`src/rtl/fetch_pc_pkg.sv`:
```
package fetch_pc_pkg;

    // Which candidate address the selector picked for the next cycle.
    typedef enum logic [1:0] {
        NPC_SEQ    = 2'd0,
        NPC_BRANCH = 2'd1,
        NPC_JUMP   = 2'd2
    } npc_src_e;

endpackage

```
`src/rtl/npc_seq_branch.sv`:
```
module npc_seq_branch #(
    parameter int ADDR_W = 32,
    parameter int DISP_W = 16,
    parameter int STEP   = 4,
    parameter int SHIFT  = 2
) (
    input  logic [ADDR_W-1:0] pc,
    input  logic [DISP_W-1:0] disp,
    output logic [ADDR_W-1:0] pc_step,
    output logic [ADDR_W-1:0] br_target
);
    localparam int EXT_W = ADDR_W - DISP_W - SHIFT;

    logic [ADDR_W-1:0] byte_off;

    // Sign extension: the displacement's top bit fills every upper position.
    generate
        if (EXT_W > 0) begin : g_ext
            assign byte_off = {{EXT_W{disp[DISP_W-1]}}, disp, {SHIFT{1'b0}}};
        end else begin : g_trunc
            logic [DISP_W+SHIFT-1:0] wide_off;
            assign wide_off = {disp, {SHIFT{1'b0}}};
            assign byte_off = wide_off[ADDR_W-1:0];
        end
    endgenerate

    always_comb begin
        pc_step   = pc + ADDR_W'(STEP);
        br_target = pc_step + byte_off;
    end

endmodule

```
`src/rtl/npc_jump_target.sv`:
```
module npc_jump_target #(
    parameter int ADDR_W        = 32,
    parameter int FIELD_W       = 26,
    parameter int SHIFT         = 2,
    parameter bit HI_FROM_STEP  = 1'b1
) (
    input  logic [ADDR_W-1:0]  pc,
    input  logic [ADDR_W-1:0]  pc_step,
    input  logic [FIELD_W-1:0] field,
    output logic [ADDR_W-1:0]  jmp_target
);
    localparam int HI_W = ADDR_W - FIELD_W - SHIFT;

    logic [ADDR_W-1:0] hi_src;
    logic              unused_hi_low;

    // Variant: upper region bits from the successor or from the current counter.
    generate
        if (HI_FROM_STEP) begin : g_from_step
            assign hi_src = pc_step;
        end else begin : g_from_pc
            assign hi_src = pc;
        end
    endgenerate

    assign unused_hi_low = ^{hi_src[ADDR_W-HI_W-1:0], pc, pc_step};

    always_comb begin
        jmp_target = {hi_src[ADDR_W-1:ADDR_W-HI_W], field, {SHIFT{1'b0}}};
    end

endmodule

```
`src/rtl/npc_select.sv`:
```
module npc_select
    import fetch_pc_pkg::*;
#(
    parameter int ADDR_W = 32
) (
    input  logic [ADDR_W-1:0] seq_target,
    input  logic [ADDR_W-1:0] br_target,
    input  logic [ADDR_W-1:0] jmp_target,
    input  logic              branch_en,
    input  logic              cmp_zero,
    input  logic              jump_en,
    output logic [ADDR_W-1:0] next_pc,
    output npc_src_e          src
);
    // Priority: jump, then taken branch, then sequential.
    always_comb begin
        if (jump_en) begin
            src = NPC_JUMP;
        end else if (branch_en && cmp_zero) begin
            src = NPC_BRANCH;
        end else begin
            src = NPC_SEQ;
        end
        unique case (src)
            NPC_JUMP:   next_pc = jmp_target;
            NPC_BRANCH: next_pc = br_target;
            default:    next_pc = seq_target;
        endcase
    end

endmodule

```
`src/rtl/fetch_pc_unit.sv`:
```
module fetch_pc_unit
    import fetch_pc_pkg::*;
#(
    parameter int          ADDR_W   = 32,
    parameter int          DISP_W   = 16,
    parameter int          FIELD_W  = 26,
    parameter int          STEP     = 4,
    parameter int          SHIFT    = 2,
    parameter logic [31:0] PC_RESET = 32'h0
) (
    input  logic              clk,
    input  logic              rst,
    input  logic [ADDR_W-1:0] instr,
    input  logic              cmp_zero,
    input  logic              branch_en,
    input  logic              jump_en,
    output logic [ADDR_W-1:0] fetch_addr,
    output logic [ADDR_W-1:0] seq_addr
);
    localparam int EXT_W = ADDR_W - DISP_W - SHIFT;
    localparam int HI_W  = ADDR_W - FIELD_W - SHIFT;

    typedef struct packed {
        logic [ADDR_W-1:0] pc;
    } pc_state_t;

    pc_state_t         state_d, state_q;
    logic [ADDR_W-1:0] step_w, br_w, jmp_w, next_w;
    npc_src_e          src_w;
    logic              unused_opcode;

    assign unused_opcode = ^instr[ADDR_W-1:FIELD_W];

    npc_seq_branch #(
        .ADDR_W(ADDR_W), .DISP_W(DISP_W), .STEP(STEP), .SHIFT(SHIFT)
    ) u_seq_branch (
        .pc        (state_q.pc),
        .disp      (instr[DISP_W-1:0]),
        .pc_step   (step_w),
        .br_target (br_w)
    );

    npc_jump_target #(
        .ADDR_W(ADDR_W), .FIELD_W(FIELD_W), .SHIFT(SHIFT), .HI_FROM_STEP(1'b1)
    ) u_jump_target (
        .pc         (state_q.pc),
        .pc_step    (step_w),
        .field      (instr[FIELD_W-1:0]),
        .jmp_target (jmp_w)
    );

    npc_select #(
        .ADDR_W(ADDR_W)
    ) u_select (
        .seq_target (step_w),
        .br_target  (br_w),
        .jmp_target (jmp_w),
        .branch_en  (branch_en),
        .cmp_zero   (cmp_zero),
        .jump_en    (jump_en),
        .next_pc    (next_w),
        .src        (src_w)
    );

    always_comb begin
        state_d = state_q;
        if (rst) begin
            state_d.pc = PC_RESET[ADDR_W-1:0];
        end else begin
            state_d.pc = next_w;
        end
    end

    always_ff @(posedge clk) begin
        state_q <= state_d;
    end

    assign fetch_addr = state_q.pc;
    assign seq_addr   = step_w;

    // successor output tracks the counter by exactly one step
    a_r2_step_tracks: assert property (@(posedge clk) disable iff (rst)
        (seq_addr - fetch_addr) == ADDR_W'(STEP));

    // with no redirect, the successor becomes the new counter
    a_r3_sequential: assert property (@(posedge clk) disable iff (rst)
        (!jump_en && !(branch_en && cmp_zero)) |=> fetch_addr == $past(seq_addr));

    // taken branch lands at successor plus scaled signed displacement
    a_r4_branch_taken: assert property (@(posedge clk) disable iff (rst)
        (!jump_en && branch_en && cmp_zero) |=>
        fetch_addr == $past(seq_addr)
                      + {{EXT_W{$past(instr[DISP_W-1])}}, $past(instr[DISP_W-1:0]), {SHIFT{1'b0}}});

    // all-ones displacement keeps the counter in place
    a_r6_self_loop: assert property (@(posedge clk) disable iff (rst)
        (!jump_en && branch_en && cmp_zero && (&instr[DISP_W-1:0])) |=> $stable(fetch_addr));

    // jump target layout, region bits from the successor
    a_r7_jump_layout: assert property (@(posedge clk) disable iff (rst)
        jump_en |=> (fetch_addr[SHIFT-1:0] == '0)
                 && (fetch_addr[FIELD_W+SHIFT-1:SHIFT] == $past(instr[FIELD_W-1:0]))
                 && (fetch_addr[ADDR_W-1:ADDR_W-HI_W] == $past(seq_addr[ADDR_W-1:ADDR_W-HI_W])));

    // jump wins whenever it is requested
    a_r8_jump_priority: assert property (@(posedge clk) disable iff (rst)
        jump_en |-> src_w == NPC_JUMP);

endmodule

```
`config.mk`:
```
export PLATFORM = sky130hd
export DESIGN_NAME = fetch_pc_unit
export DESIGN_NICKNAME = d
export VERILOG_FILES = /design/src/rtl/fetch_pc_pkg.sv /design/src/rtl/npc_seq_branch.sv /design/src/rtl/npc_jump_target.sv /design/src/rtl/npc_select.sv /design/src/rtl/fetch_pc_unit.sv
export SDC_FILE = /design/constraint.sdc
export NUM_CORES = 1
export LEC_CHECK = 0
export ABC_CLOCK_PERIOD_IN_PS = 9750
export BUFFER_PORTS_ARGS = -buffer_cell sky130_fd_sc_hd__buf_2
export CORE_MARGIN = 1.5
export CORE_UTILIZATION = 40
export DETAILED_ROUTE_END_ITERATION = 8
export GPL_ROUTABILITY_DRIVEN = 0
export PLACE_DENSITY_LB_ADDON = 0.15
export SYNTH_ARGS = -nofsm -noshare
export SYNTH_HDL_FRONTEND = slang
export SYNTH_SLANG_ARGS = --single-unit
```
`constraint.sdc`:
```
create_clock -name clk -period 9.75 [get_ports clk]
set_clock_uncertainty 0.1 [all_clocks]
set_input_delay 0.4875 -clock clk [delete_from_list [all_inputs] [get_ports clk]]
set_output_delay 0.4875 -clock clk [all_outputs]
set_load 0.01 [all_outputs]
```
Word level (Yosys, flattened, before mapping)
Index checks and enable logic that the tools add are counted.
- add/subtract/negate cells: 2
- eq/ne operators: 2
- muxes and demuxes: 3
- reduce and logical (&&, ||, !) cells: 1
- operator list (kind ; count):
    32-bit one-hot mux with 2 select lines ; 1
    32-bit by 3-bit adder with 32-bit output (second input constant) ; 1
    32-bit adder ; 1
    2-bit by 1-bit == test with 1-bit output (second input constant) ; 1
    2-bit == test (second input constant) ; 1
    2-bit 2-to-1 mux ; 1
    1-bit logical AND ; 1
    1-bit 2-to-1 mux ; 1
- register bits: 32
- input port bits: 37
- output and inout bits: 64
- logic and storage cells: 9

Logic depth before layout (Yosys ltp)
- word-level depth: 5
- gate-level depth with buffers: 16
- depth with buffers taken out: 16

Modules after synthesis
Synthesis repeated with hierarchy kept, for this count alone.
- cell total of the unflattened synthesis: 550
- area, all modules: 4339.2 um^2
- by module, submodules not included (module ; instances ; cells an instance ; area each (um^2) ; sequential area each (um^2)):
    npc_seq_branch ; 1 ; 298 ; 2072.0 ; 0.0
    npc_select ; 1 ; 152 ; 1159.9 ; 0.0
    fetch_pc_unit ; 1 ; 67 ; 863.3 ; 640.6
    npc_jump_target ; 1 ; 33 ; 244.0 ; 0.0

Worst setup path before layout
OpenSTA, ideal clock, no wires.
- path type: flip-flop to flip-flop
- start: reg state_q, in the netlist fetch_addr[2]
- end: reg state_q, in the netlist fetch_addr[31]
- setup time: 0.124 ns
- arrival time: 3.572 ns
- required time: 9.526 ns
- slack: 5.954 ns
- cell stages (with the launch flop): 16
- buffers on the path: 0
- clock period less this slack: 3.796 ns
- path through: dfxtp_1 -> ha_1 -> and4_1 -> nand4_1 -> or2_2 -> inv_1 -> nand2_1 -> xnor2_1 -> ha_1 -> a21o_1 -> a21o_1 -> a21oi_1 -> o22ai_1 -> a31o_2 -> and3_2 -> a2111o_1
- cells in the longest elaborated chain, start to end: 3
- ends and longest elaborated chain (what ; line ; source):
    from (decl) ; fetch_pc_unit.sv:27 ; pc_state_t state_d, state_q;
    from (signal assigned) ; fetch_pc_unit.sv:75 ; state_q <= state_d;
    32-bit by 3-bit adder with 32-bit output ; npc_seq_branch.sv:28 ; pc_step = pc + ADDR_W'(STEP);
    via seq_addr[28] ; fetch_pc_unit.sv:18 ; output logic [ADDR_W-1:0] seq_addr
    32-bit adder ; npc_seq_branch.sv:29 ; br_target = pc_step + byte_off;
    32-bit one-hot mux with 2 select lines ; npc_select.sv:24 ; unique case (src)
The timed path passes the listed nets, and every way through them passes these cells.
A chain may end at the register's enable or synchronous reset.

Worst setup path in the final report
- start: reg state_q, in the netlist fetch_addr[2]
- end: reg state_q, in the netlist fetch_addr[31]
- cells in the longest elaborated chain, start to end: 3
- ends and longest elaborated chain (what ; line):
    32-bit by 3-bit adder with 32-bit output * ; npc_seq_branch.sv:28
    32-bit adder ; npc_seq_branch.sv:29
    32-bit one-hot mux with 2 select lines * ; npc_select.sv:24
Mark *: on every way between the ends. The rest lies on a longest branch, timed or not.

==> impl_metrics.env <==
export IMPL_status="complete, no violations"
export IMPL_async_reset_ff_share_pct=0
export IMPL_max_slew_worst_pin_slew_ns=1.261
export IMPL_period_share_pct=47.49
export IMPL_setup_viol=0
export IMPL_num_vias=4070
export IMPL_power_frac_seq_pct=30.1
export IMPL_ys_ff_latch=30
export IMPL_arrival_ns=4.72
export IMPL_initial_core_util_pct=41.52
export IMPL_drt_iter0_markers=243
export IMPL_clockRootBuffer="clkbuf_8"
export IMPL_synth_edf_count=0
export IMPL_ios=101
export IMPL_synth_ff_type="dfxtp_1"
export IMPL_grt_first_pass_wirelength_um=19720
export IMPL_p_leak_nw=2.065
export IMPL_intPower_mw=0.2776
export IMPL_hold_viol=0
export IMPL_antenna_found_initial=0
export IMPL_yosysSeqAreaShare_pct=16.51
export IMPL_avgSynthCellArea_um2=7.365
export IMPL_clock_latency_ns=0.30
export IMPL_cp_end_kind="flip-flop"
export IMPL_stdcell_area_mm2=0.004230
export IMPL_final_core_util_pct=48.27
export IMPL_cp_max_fo=7
export IMPL_synth_top_area_share_pct=16.51
export IMPL_largest_reg_flops=30
export IMPL_rsz0062_at_grt="no"
export IMPL_relSlewSlack_pct=14.84
export IMPL_swShare_pct=42.92
export IMPL_ant_nets=0
export IMPL_p_comb_share_pct=46.1
export IMPL_grt_max_degree=30
export IMPL_coreArea_mm2=0.008763
export IMPL_routedWlPerCell_um=18.22
export IMPL_max_cap_violations=0
export IMPL_critical_path_required_ns=9.84
export IMPL_core_rowCount=34
export IMPL_grt_usage_pct=25.42
export IMPL_period_needed_ns=4.631
export IMPL_multi_input_area_mm2=0.002851
export IMPL_nets=649
export IMPL_yosys_warnings=0
export IMPL_dp_hpwl_um=9502
export IMPL_drc=0
export IMPL_place_area_mm2=0.004135
export IMPL_synth_cells=494
export IMPL_gr_total_overflow=0
export IMPL_cts_hold_buf=0
export IMPL_antenna_cells=0
export IMPL_syn2layout_area_growth_pct=16.27
export IMPL_cts_buffers=5
export IMPL_cts_tree="built"
export IMPL_cts_resized_gates=0
export IMPL_cp_start_kind="flip-flop"
export IMPL_layout_area_seq_um2=600.6
export IMPL_fillerInstances=940
export IMPL_vias_per_cell=5.950
export IMPL_max_freq_mhz=216.0
export IMPL_routed_wl_um=12470
export IMPL_port_buffers=90
export IMPL_yosysTopAreaCell="dfxtp_1"
export IMPL_switching_power_mw=0.2087
export IMPL_fp_dieH_um=98.38
export IMPL_h_tree_depth=2
export IMPL_synth_area_mm2=0.003638
export IMPL_drv_slew=0
export IMPL_die_w_um=98.38
export IMPL_clkPwrFrac_pct=23.8
export IMPL_drt_first_pass_iters=5
export IMPL_power_mw=0.4863
export IMPL_critPathKind="flip-flop to flip-flop"
export IMPL_grt_pass1_vias=3814
export IMPL_postCtsSetupRepairBufs=0
export IMPL_yosysUniqueCellTypes=64
export IMPL_path_clk_slew_ns=0.08
export IMPL_cts_num_sinks=30
export IMPL_power_density_mw_per_mm2=115.0
export IMPL_layout_drive_gt1_share_pct=20.14
export IMPL_die_area_mm2=0.009678
export IMPL_setup_tns_final_ns=0
export IMPL_synth_area_leaders="dfxtp_1 17%, ha_1 12%, xnor2_1 7.7%"
export IMPL_hold_class="primary input to flip-flop"
export IMPL_fin_hold_ws_ns=0.3230
export IMPL_worst_ir_drop_vdd_uv=49.25
export IMPL_clock_path_buffers=2
==> final timing paths <==
| check | start | slack, ns | cells after the start | endpoint |
|---|---|---|---|---|
| worst max-delay path | fetch_addr[2] | 5.12 | 15 | fetch_addr[31] |
| worst min-delay path | instr[19] | 0.32 | 2 | fetch_addr[21] |
| worst max register to register | fetch_addr[2] | 5.12 | 15 | fetch_addr[31] |
| worst min register to register | fetch_addr[6] | 0.62 | 3 | fetch_addr[6] |
==> power by group through the flow <==
stage / clock (mW) / sequential, mW / combinational (mW)
2_1_floorplan: 0 / 0.151 / 0.150
3_3_place_gp: 0 / 0.149 / 0.217
3_5_place_dp: 0 / 0.149 / 0.220
4_1_cts: 0.119 / 0.146 / 0.222
5_1_grt: 0.123 / 0.148 / 0.247
6_report: 0.116 / 0.147 / 0.224
==> area by class of cell <==
type                       count  share of cell area (%)
timing repair buffer          91                   10.83
inverter                      24                   2.130
clock inverter                 2                  0.2958
sequential                    30                   14.20
clock buffer                   6                   1.952
tap                          108                   3.194
multi-input combinational    423                   67.41
==> synthesized netlist by cell type (3+ instances only) <==
| library cell | n |
|---|---|
| a211o_1 | 5 |
| a211oi_1 | 11 |
| a21o_1 | 20 |
| a21oi_1 | 50 |
| and2_1 | 3 |
| and3_1 | 3 |
| and4_1 | 4 |
| buf_4 | 4 |
| clkbuf_1 | 13 |
| dfxtp_1 | 30 |
| ha_1 | 36 |
| inv_1 | 24 |
| nand2_1 | 45 |
| nand3_1 | 16 |
| nand4_1 | 18 |
| nor2_1 | 44 |
| nor3_1 | 11 |
| nor4_1 | 6 |
| o211a_1 | 9 |
| o211ai_1 | 3 |
| o21a_1 | 3 |
| o21ai_0 | 25 |
| o21bai_1 | 5 |
| o22ai_1 | 7 |
| or2_2 | 4 |
| or3_1 | 5 |
| xnor2_1 | 32 |
| xor2_1 | 13 |
==> logic make-up (layout without fill, tap and decap cells) <==
family	count (synthesis)	count (layout)	share of synthesized area, %
xor+xnor	45	45	10.83
fa+ha+maj	37	37	12.93
buf+inv	44	123	5.433
compound gates	163	163	29.57
mux	1	1	0.2751
other cells	1	4	0.1031
flops	30	30	16.51
simple gates	173	173	24.35
==> per-layer routing <==
metal	track usage [%]	share of wire [%]	up-vias
met5	0	0	-
met4	6.934	1.9	0
met3	2.935	6.2	18
met2	43.84	47	160
met1	33.43	45	1900
li1	-	-	1992
==> placed cells by master, fill, tap and decap left out, types with 4 or more instances in the layout <==
cell type / n
buf_2: 90
a21oi_1: 50
nand2_1: 45
nor2_1: 44
ha_1: 36
xnor2_1: 32
dfxtp_1: 30
o21ai_0: 25
inv_1: 24
a21o_1: 20
nand4_1: 18
nand3_1: 16
xor2_1: 13
nor3_1: 11
a211oi_1: 11
o211a_1: 9
o22ai_1: 7
nor4_1: 6
clkbuf_8: 6
or3_1: 5
o21bai_1: 5
a211o_1: 5
and4_1: 4
or2_2: 4
conb_1: 4
==> critical path, stage by stage, from the launching register on <==
cell and delay [ns]:
dfxtp_1 0.48, ha_1 0.26, and4_1 0.32, nand4_1 0.19, nor2_1 0.28, nand3_1 0.14, xnor2_1 0.31, ha_1 0.32
a21oi_1 0.20, o21bai_1 0.12, a21oi_1 0.23, a21oi_1 0.09, a211oi_1 0.72, and4_1 0.36, nor3_2 0.06, a2111o_1 0.35
==> metrics by stage <==
step                      cells  worst slack (ns)
after detailed placement    676             5.229
after global placement      676             5.328
after global routing        684             4.837
final                       684             5.119
after CTS                   684             5.186
after floorplan             497             5.954
Power figures use the tool's default switching activity.
